`src/rtl/strap_pkg.sv`:
```
package strap_pkg;

    // CPU rate selected by the two frequency strap bits
    typedef enum logic [1:0] {
        RATE_66  = 2'b00,
        RATE_100 = 2'b01,
        RATE_97  = 2'b10,
        RATE_133 = 2'b11
    } cpu_rate_e;

    localparam int CPU_CHOICES = 4;
    localparam int PCI_CHOICES = 2;

endpackage

```
`src/rtl/strap_capture.sv`:
```
module strap_capture #(
    parameter int              N    = 5,
    parameter logic [N-1:0]    PULL = 5'b11101
) (
    input  logic         clk,
    input  logic         por_n,
    input  logic [N-1:0] pin_in,
    input  logic [N-1:0] pin_driven,
    output logic         turned_o,
    output logic [N-1:0] cfg_o
);

    typedef struct packed {
        logic         turned;
        logic [N-1:0] cfg;
    } cap_t;

    cap_t st_d, st_q;
    logic [N-1:0] resolved;

    always_comb begin
        resolved = (pin_in & pin_driven) | (PULL & ~pin_driven);
        st_d     = st_q;
        if (!st_q.turned) begin
            st_d.turned = 1'b1;
            st_d.cfg    = resolved;
        end
    end

    always_ff @(posedge clk or negedge por_n) begin
        if (!por_n) begin
            st_q.turned <= 1'b0;
            st_q.cfg    <= PULL;
        end else begin
            st_q <= st_d;
        end
    end

    assign turned_o = st_q.turned;
    assign cfg_o    = st_q.cfg;

    // once captured, the word never moves while reset stays released
    a_r4_cfg_frozen: assert property (@(posedge clk) disable iff (!por_n)
        st_q.turned |=> $stable(st_q.cfg));

    // the turnaround happens on the first edge after release and sticks
    a_r2_turn_once: assert property (@(posedge clk) disable iff (!por_n)
        !st_q.turned |=> st_q.turned);

endmodule

```
`src/rtl/pad_turn.sv`:
```
module pad_turn #(
    parameter int N = 5
) (
    input  logic         clk,
    input  logic         oe_i,
    input  logic [N-1:0] clk_src,
    output logic [N-1:0] pin_oe,
    output logic [N-1:0] pin_out
);

    for (genvar i = 0; i < N; i++) begin : g_pad
        assign pin_oe[i]  = oe_i;
        assign pin_out[i] = oe_i & clk_src[i];
    end

    // a pad that is not enabled never presents a high level
    a_r1_quiet_pad: assert property (@(negedge clk)
        !pin_oe[0] |-> (pin_out == '0));

endmodule

```
`src/rtl/freq_decode.sv`:
```
module freq_decode
    import strap_pkg::*;
(
    input  logic                   clk,
    input  logic [1:0]             fs,
    output logic [CPU_CHOICES-1:0] cpu_sel,
    output logic [PCI_CHOICES-1:0] pci_sel
);

    cpu_rate_e rate;

    always_comb begin
        rate = cpu_rate_e'(fs);
    end

    for (genvar k = 0; k < CPU_CHOICES; k++) begin : g_cpu
        assign cpu_sel[k] = (fs == k[1:0]);
    end

    always_comb begin
        case (rate)
            RATE_97: pci_sel = 2'b10;
            default: pci_sel = 2'b01;
        endcase
    end

    // exactly one CPU divider choice at any time
    a_r6_cpu_onehot: assert property (@(negedge clk)
        $countones(cpu_sel) == 1);

    // exactly one PCI divider choice at any time
    a_r7_pci_onehot: assert property (@(negedge clk)
        $countones(pci_sel) == 1);

endmodule

```
`src/rtl/strap_turnaround.sv`:
```
module strap_turnaround
    import strap_pkg::*;
#(
    parameter int           NPINS    = 5,
    parameter int           FS0_POS  = 0,
    parameter int           FS1_POS  = 1,
    parameter int           STOP_POS = 2,
    parameter logic [NPINS-1:0] PULL = 5'b11101
) (
    input  logic                   clk,
    input  logic                   por_n,
    input  logic [NPINS-1:0]       pin_in,
    input  logic [NPINS-1:0]       pin_driven,
    input  logic [NPINS-1:0]       clk_src,
    output logic [NPINS-1:0]       pin_oe,
    output logic [NPINS-1:0]       pin_out,
    output logic [NPINS-1:0]       cfg_word,
    output logic [CPU_CHOICES-1:0] cpu_sel,
    output logic [PCI_CHOICES-1:0] pci_sel,
    output logic                   clk_stoppable
);

    logic       turned;
    logic [1:0] fs_code;

    strap_capture #(.N(NPINS), .PULL(PULL)) u_cap (
        .clk        (clk),
        .por_n      (por_n),
        .pin_in     (pin_in),
        .pin_driven (pin_driven),
        .turned_o   (turned),
        .cfg_o      (cfg_word)
    );

    pad_turn #(.N(NPINS)) u_pad (
        .clk     (clk),
        .oe_i    (turned),
        .clk_src (clk_src),
        .pin_oe  (pin_oe),
        .pin_out (pin_out)
    );

    assign fs_code       = {cfg_word[FS1_POS], cfg_word[FS0_POS]};
    assign clk_stoppable = cfg_word[STOP_POS];

    freq_decode u_dec (
        .clk     (clk),
        .fs      (fs_code),
        .cpu_sel (cpu_sel),
        .pci_sel (pci_sel)
    );

    // pads are released whenever reset is held
    a_r10_oe_off_in_reset: assert property (@(negedge clk)
        !por_n |-> (pin_oe == '0));

    // the word shows the pull pattern while reset is held
    a_r1_pull_in_reset: assert property (@(negedge clk)
        !por_n |-> (cfg_word == PULL));

endmodule

```
`config.mk`:
```
export PLATFORM = sky130hd
export DESIGN_NAME = strap_turnaround
export DESIGN_NICKNAME = d
export VERILOG_FILES = /design/src/rtl/strap_pkg.sv /design/src/rtl/strap_capture.sv /design/src/rtl/pad_turn.sv /design/src/rtl/freq_decode.sv /design/src/rtl/strap_turnaround.sv
export SDC_FILE = /design/constraint.sdc
export NUM_CORES = 1
export LEC_CHECK = 0
export BUFFER_PORTS_ARGS = -buffer_cell sky130_fd_sc_hd__buf_2
export CAP_MARGIN = 5
export CORE_AREA = 2 2 39 41
export DETAILED_ROUTE_END_ITERATION = 7
export DIE_AREA = 0 0 41 43
export PLACE_DENSITY = 0.65
export SLEW_MARGIN = 20
export SYNTH_ARGS = -nofsm -noshare
export SYNTH_HDL_FRONTEND = slang
export SYNTH_SLANG_ARGS = --single-unit
```
`constraint.sdc`:
```
create_clock -name clk -period 1 [get_ports clk]
set_input_delay 0.3 -clock clk [delete_from_list [all_inputs] [get_ports clk]]
set_output_delay 0.3 -clock clk [all_outputs]
set_load 0.005 [all_outputs]
```
==> results of run 1 <==
placed cells by master, fill, tap and decap left out:
cell                            count
sky130_fd_sc_hd__nor3b_2            2
sky130_fd_sc_hd__dlygate4sd3_1      1
sky130_fd_sc_hd__conb_1             1
sky130_fd_sc_hd__and2_4             5
sky130_fd_sc_hd__a21oi_1            2
sky130_fd_sc_hd__and2_1             1
sky130_fd_sc_hd__clkbuf_1           1
sky130_fd_sc_hd__nand2_1            2
sky130_fd_sc_hd__dfrtp_2            2
sky130_fd_sc_hd__buf_2             26
sky130_fd_sc_hd__buf_4              3
sky130_fd_sc_hd__dfstp_2            4
sky130_fd_sc_hd__a21oi_2            2
sky130_fd_sc_hd__clkbuf_4           3
sky130_fd_sc_hd__nor2_2             1
sky130_fd_sc_hd__inv_2              2
sky130_fd_sc_hd__nor2_1             3
sky130_fd_sc_hd__nor2b_4            3
sky130_fd_sc_hd__buf_6             18
sky130_fd_sc_hd__o21ai_1            1
sky130_fd_sc_hd__inv_1              1
state kept, by name, summed over array words and instances (netlist names):
| signal | count |
|---|---|
| u_cap.turned_o | 1 |
| u_cap.cfg_o | 5 |
logic make-up after synthesis:
family | count (synthesis) | share of synthesized area
DFF | 6 | 0.432
buffers and inverters | 11 | 0.209
and+or+nand+nor | 17 | 0.268
other | 1 | 0.0104
AOI/OAI and AO/OA | 5 | 0.0801
path summary, 6_finish.rpt:
| kind | to | cells after the start |
|---|---|---|
| hold reg to reg | u_cap.cfg_o[4] | 2 |
| setup reg to reg | u_cap.cfg_o[3] | 5 |
| setup / recovery | cpu_sel[3] | 2 |
| hold / removal | u_cap.cfg_o[2] | 2 |
| max in group asynchronous | u_cap.cfg_o[0] | 2 |
| min in group asynchronous | u_cap.turned_o | 2 |
layout make-up:
class | instances | area share
repair buffers | 48 | 0.482
flip-flops and latches | 6 | 0.208
clock buffers | 4 | 0.0347
well taps | 16 | 0.0264
multi-input cells | 23 | 0.234
inverters | 3 | 0.0149
stage by stage:
stage / worst slack, ps / instances / utilization / setup TNS, ps
final: -357 / 100 / 0.548 / -6030
after global routing: -413 / 100 / 0.548 / -7190
after CTS: -365 / 98 / 0.501 / -6390
after detailed placement: -102 / 89 / 0.397 / -589
after global placement: -100 / 89 / 0.397 / -513
after floorplan: -23.9 / 40 / - / -119
cells in the mapped netlist:
cell | number | area share
sky130_fd_sc_hd__buf_6 | 1 | 0.031
sky130_fd_sc_hd__inv_1 | 3 | 0.031
sky130_fd_sc_hd__nor2_2 | 1 | 0.017
sky130_fd_sc_hd__nor2_1 | 3 | 0.031
sky130_fd_sc_hd__o21ai_0 | 1 | 0.014
sky130_fd_sc_hd__nor2b_1 | 3 | 0.052
sky130_fd_sc_hd__buf_4 | 7 | 0.15
sky130_fd_sc_hd__a21oi_1 | 3 | 0.042
sky130_fd_sc_hd__nand2_1 | 2 | 0.021
sky130_fd_sc_hd__nor3b_1 | 2 | 0.042
sky130_fd_sc_hd__dfrtp_1 | 2 | 0.14
sky130_fd_sc_hd__and2_1 | 6 | 0.10
sky130_fd_sc_hd__a21oi_2 | 1 | 0.024
sky130_fd_sc_hd__dfstp_2 | 4 | 0.29
sky130_fd_sc_hd__conb_1 | 1 | 0.010
per-layer routing:
metal  vias to the layer above  part of all wire
li1                        202                 -
met1                       180              0.36
met2                        26              0.53
met3                         2              0.10
met4                         0             0.012
met5                         -                 0
worst register-to-register path, cell delays in order (launching register included):
cell	delay [ps]
sky130_fd_sc_hd__dfrtp_2	460
sky130_fd_sc_hd__buf_6	160
sky130_fd_sc_hd__buf_6	110
sky130_fd_sc_hd__buf_6	100
sky130_fd_sc_hd__nor2b_4	110
sky130_fd_sc_hd__a21oi_2	100
timing repair:
action / in CTS / in global routing
setup buffers: 4 / 2
resized for setup: 17 / 13
pin swaps: 1 / 1
hold buffers: 1 / 0
hold endpoints to repair: 2 / 0
endpoints found under the setup margin: 22 / 27
gates cloned: 0 / 0
power breakdown:
part	switching (uW)	internal (uW)	total [uW]
logic	78.4	157	236
registers	22.3	272	294
clock network	105	152	257
==> parameters.txt, run 1 <==
Parameter                              Value

Setup path
  Number of buffers and inverters on the critical path    1
  Nature of the critical path startpoint    flip-flop
  Setup Crit Path Kind    flip-flop to output port
  Critical path data arrival time    1060 ps
  Slowest Stage Delay on Critical Path    580 ps
  First element of the critical path    u_cap.cfg_o[0]
  Maximum fanout along the worst path    5
  CP required    700 ps
  Internal reg-to-reg setup slack    -110 ps
  Cells traversed along the worst timing path    and2_1 > buf_2
  Slowest cell on crit path    sky130_fd_sc_hd__dfstp_2
  Category of the worst setup path capture point    output port
  Reg-to-reg critical path startpoint    u_cap.turned_o
  Category of cells accounting for the largest share of critical-path delay    flip-flops

STA
  Post-layout min period    1360 ps
  Skew final    0.607 ps
  Final critical-path setup slack    -357 ps
  Final hold violations    0
  Portion of the clock cycle consumed by the worst path in the final layout    1.36
  Fmax    737 MHz
  Unrepaired setup endpoints after global routing    yes
  Final-report setup violation count    27
  Worst hold slack across all endpoints    174 ps
  Number of slew-limit violations in the final report    0

Global route
  Global routing usage on met2    0.191
  Met1 Track Usage GR    0.149
  Via count of the first global-routing pass    351
  GR met3 Demand/Resource    0.0157
  Final global-route overflow total    0
  Antenna violations before repair    0
  Global-route wire length before repair    1450 um
  Most Used Layer, Global Route    met2
  Gr usage total    0.126
  Maximum number of pins on one net before global-route repair    9

Min path
  Startpoint of the worst hold path    pin_driven[2]
  Path class of the lowest-slack min-delay path    input pin to flip-flop

Routing
  Drt drc    0
  Total wirelength of the detailed-routed design    971 um
  Average wire per cell in the routed design    9.71 um
  Drt initial violations    6
  Antenna Nets Post-Route    0
  DR vias    410
  Number of search-and-repair iterations in the first detailed-routing pass    4
  Via density per instance    4.10

Pwr
  Power Total    787 uW
  Power Dens Cells    1040 nW/um^2
  Max VDD drop    0.569 mV
  Leak pwr    0.000395 uW

Clocking
  Level count of the clock H-tree    1
  Buffer levels on the longest clock path    2
  CTS tree    yes
  CTS sink cnt    6
  Source-to-sink clock delay at the later pin of the worst-skew pair    250 ps
  Clock slew at the register clock pins of the worst setup and hold paths    50 ps
  Num CTS Buffers    3
  Cell at the root of the clock tree    sky130_fd_sc_hd__clkbuf_4

Floorplanning
  Die Span X    41 um
  Die area    1760 um^2
  I/O pin total    39
  Core Rows    14
  Starting density of the core    0.259
  Floorplan Core Area    1380 um^2
  Die extent in y    43 um

Final layout
  Antenna fix cells    0
  Number of fillers in the final layout    138
  Area overhead of the layout relative to synthesis    111%
  Final non-filler cell area    758 um^2
  Net count reported at finish    102
  Sequential cell area    158 um^2
  Fraction of layout cells with a size suffix above 1    0.845
  Area occupied by multi-input gates    178 um^2

Run
  Max-cap violation count    0

Synthesis
  Post-synthesis instance total    40
  Seq/Total Area, Yosys    0.432
  Average footprint of a synthesized cell    8.98 um^2
  Count of synthesis-stage warnings from yosys    0
  Syn nets    57
  Count of distinct cell types in the synthesized netlist    15
  Count of state elements after synthesis    6
  Synth Cell Area    359 um^2

Status
  Violated checks    negative setup slack
  Run status    complete, but fails checks

Placed design
  HPWL Detailed    644 um
  Number of input and output port buffers inserted    38
  Final weighted congestion in routability-driven placement    0.587
  Placement-stage cell area    549 um^2
(Power assumes the default switching activity.)
==> run 2, diff against run 1 <==
- ABC_AREA: not set -> 1
- CORE_AREA: 2 2 39 41 -> not set
- CORE_MARGIN: not set -> 2
- CORE_UTILIZATION: not set -> 29
- DIE_AREA: 0 0 41 43 -> not set
- GPL_ROUTABILITY_DRIVEN: not set -> 0
- PLACE_DENSITY: 0.65 -> 0.68
==> run 2 against run 1 <==
The run still ends with negative setup slack left. Clock power decreased by 17%. Via count increased by 3.2%. Routed wire length decreased by 11%. Core utilization decreased by 1.9 points. Area after synthesis increased by 5.2%. Worst setup slack improved by 31 ps. Die area decreased by 8.8%. Maximum frequency increased by 2.4%. Final cell count increased by 10%. Sequential share of layout area increased by 3.0 points. Power decreased by 8.7%. Worst hold slack improved by 97 ps. Largest power group unchanged.
==> parameters.txt, run 2 <==
Parameter                              Value

Clocking
  Buffer levels on the longest clock path    2 (unchanged)
  Source-to-sink clock delay at the later pin of the worst-skew pair    230 ps (-20 ps)
  CTS tree    yes
  CTS sink cnt    6 (unchanged)
  Level count of the clock H-tree    1 (unchanged)
  Clock slew at the register clock pins of the worst setup and hold paths    40 ps (about the same)
  Cell at the root of the clock tree    sky130_fd_sc_hd__clkbuf_4
  Num CTS Buffers    3 (unchanged)

STA
  Final-report setup violation count    23 (-15%)
  Fmax    754 MHz (+2.4%)
  Unrepaired setup endpoints after global routing    yes
  Final critical-path setup slack    -326 ps (+31.4 ps)
  Portion of the clock cycle consumed by the worst path in the final layout    1.33 (-0.0314)
  Worst hold slack across all endpoints    271 ps (+96.9 ps)
  Number of slew-limit violations in the final report    0 (unchanged)
  Final hold violations    0 (unchanged)
  Post-layout min period    1330 ps (-31.4 ps)
  Skew final    1.84 ps (+1.24 ps)

Synthesis
  Synth Cell Area    378 um^2 (+5.2%)
  Commonest register cell after synthesis    sky130_fd_sc_hd__dfstp_2
  Cell taking the most area after synthesis    sky130_fd_sc_hd__dfstp_2
  Count leader, synth    sky130_fd_sc_hd__nand2_1
  Count of distinct cell types in the synthesized netlist    9 (-6)
  Ys async rst share    1.00 (unchanged)
  Post-synthesis instance total    56 (+40%)
  Count of synthesis-stage warnings from yosys    0 (unchanged)
  Syn nets    73 (+28%)
  Number of flops mapped to enable cells by yosys    0 (unchanged)
  Count of state elements after synthesis    6 (unchanged)
  Seq/Total Area, Yosys    0.411 (-0.0215)
  Area share of the largest cell type after synthesis    0.278 (-0.0145)
  Average footprint of a synthesized cell    6.75 um^2 (-25%)
  Top cells by count, synth    25 x sky130_fd_sc_hd__nand2_1, 13 x sky130_fd_sc_hd__inv_1, 7 x sky130_fd_sc_hd__buf_4
  Area contributors post-synth    sky130_fd_sc_hd__dfstp_2 28%, sky130_fd_sc_hd__nand2_1 25%, sky130_fd_sc_hd__buf_4 14%

Global route
  Most Used Layer, Global Route    met2
  GR met3 Demand/Resource    0.0333 (+0.0176)
  Global-route wire length before repair    1270 um (-12%)
  Maximum number of pins on one net before global-route repair    8 (-1)
  Final global-route overflow total    0 (unchanged)
  Gr usage total    0.118 (-0.00718)
  Met1 Track Usage GR    0.136 (-0.0125)
  Global routing usage on met2    0.202 (+0.0110)
  Antenna violations before repair    0 (unchanged)
  Via count of the first global-routing pass    335 (-4.6%)

Routing
  Via density per instance    3.85 (-6.2%)
  Number of search-and-repair iterations in the first detailed-routing pass    2 (-2)
  Average wire per cell in the routed design    7.90 um (-19%)
  Total wirelength of the detailed-routed design    869 um (-11%)
  Antenna Nets Post-Route    0 (unchanged)
  DR vias    423 (+3.2%)
  Drt initial violations    3 (-3)
  Drt drc    0 (unchanged)

Status
  Run status    complete, but fails checks
  Violated checks    negative setup slack

Final layout
  Area overhead of the layout relative to synthesis    75.2%
  Net count reported at finish    114 (+12%)
  Most common cell after layout, fill and taps aside    sky130_fd_sc_hd__buf_2
  Fraction of layout cells with a size suffix above 1    0.653 (-0.193)
  Max reg flops    5 (unchanged)
  Most frequent cells in the layout    32 x sky130_fd_sc_hd__buf_2, 19 x sky130_fd_sc_hd__nand2_1, 9 x sky130_fd_sc_hd__inv_1, 9 x sky130_fd_sc_hd__buf_6, 6 x sky130_fd_sc_hd__nand2_2
  Antenna fix cells    0 (unchanged)
  Final non-filler cell total    110 (+10%)
  Layout Utilization    0.528 (-0.0194)

Placed design
  HPWL Detailed    669 um (+3.9%)
  Number of instances in the placed design    102 (+15%)
  Number of input and output port buffers inserted    38 (unchanged)
  Setup Slack @ Placement    -96.0 ps (+6.47 ps)

Setup path
  Slowest cell on crit path    sky130_fd_sc_hd__dfstp_2
  Category of the worst setup path capture point    output port
  Number of buffers and inverters on the critical path    3 (+2)
  Slowest Stage Delay on Critical Path    550 ps (-30 ps)
  CP required    700 ps (about the same)
  Maximum fanout along the worst path    4 (-1)
  Cell with the most instances on the worst path    sky130_fd_sc_hd__inv_2
  Cells traversed along the worst timing path    inv_2 > nand2_2 > inv_2 > buf_2
  Critical path data arrival time    1030 ps (-30 ps)
  Category of cells accounting for the largest share of critical-path delay    flip-flops
  Nature of the critical path startpoint    flip-flop
  Setup Crit Path Kind    flip-flop to output port

Floorplanning
  Core Rows    13 (-1)
  Die Span X    40.1 um (-2.2%)
  Die area    1610 um^2 (-8.8%)
  Floorplan Core Area    1250 um^2 (-9.5%)
  Starting density of the core    0.302 (+0.0422)
  I/O pin total    39 (unchanged)
  Die extent in y    40.1 um (-6.8%)

Pwr
  Leak pwr    0.000439 uW (+11%)
  Power Dens Cells    1090 nW/um^2 (+4.6%)
  Power Total    719 uW (-8.7%)
  Max VDD drop    0.611 mV (+7.3%)

Min path
  Path class of the lowest-slack min-delay path    input pin to flip-flop

Run
  Max-cap violation count    0 (unchanged)
## run 2: kinds of logic (layout without fill, tap and decap cells)
group	count (synthesis)	count (layout)	share of synthesized area
other cells	1	1	0.00992
buf+inv	21	60	0.298
flops	6	6	0.411
simple gates	28	28	0.281
## run 2: metrics by stage
| stage | cell area, um^2 | setup TNS [ps] |
|---|---|---|
| floorplan | 384 | -108 |
| global placement | 533 | -547 |
| detailed placement | 533 | -870 |
| CTS | 626 | -5270 |
| global route | 662 | -6400 |
| finish | 662 | -5100 |
## run 2: path summary, 6_finish.rpt
kind,start,slack [ps],cells past startpoint,to
min,pin_driven[2],270,4,u_cap.cfg_o[2]
max in group asynchronous,por_n,360,2,u_cap.cfg_o[0]
max,u_cap.cfg_o[0],-330,4,pci_sel[1]
min reg2reg,u_cap.cfg_o[4],460,2,u_cap.cfg_o[4]
min in group asynchronous,por_n,410,2,u_cap.turned_o
max reg2reg,u_cap.turned_o,-40,5,u_cap.cfg_o[1]
## run 2: area by class of cell
cell class | instances | area [um^2]
Fill cell | 123 | 591
Timing Repair Buffer | 44 | 287
Sequential cell | 6 | 158
Multi-Input combinational cell | 29 | 125
Inverter | 13 | 51.3
Clock buffer | 3 | 22.5
Tap cell | 15 | 18.8
## run 2: worst register-to-register path, cell delays in order, from the launching register on
cell and delay, ps:
sky130_fd_sc_hd__dfrtp_2 450, sky130_fd_sc_hd__buf_6 150, sky130_fd_sc_hd__buf_6 120, sky130_fd_sc_hd__buf_6 120, sky130_fd_sc_hd__nand2_2 40, sky130_fd_sc_hd__nand2_1 40
## run 2: per-layer routing
layer,part of all wire,wire length (um)
met4,0,0
met5,0,0
met2,0.52,456
met3,0.11,94
met1,0.37,318
## run 2: timing repair
action | in CTS | in global routing
setup endpoints to repair | 23 | 27
endpoints found under the hold margin | 2 | 0
pin swaps | 1 | 5
hold buffers | 1 | 0
buffers inserted | 3 | 2
gates resized for setup | 10 | 11
## run 2: power breakdown
part           switching [uW]  internal (uW)
clock network            78.1            135
registers                21.0            277
logic                    85.9            122
total                     185            534
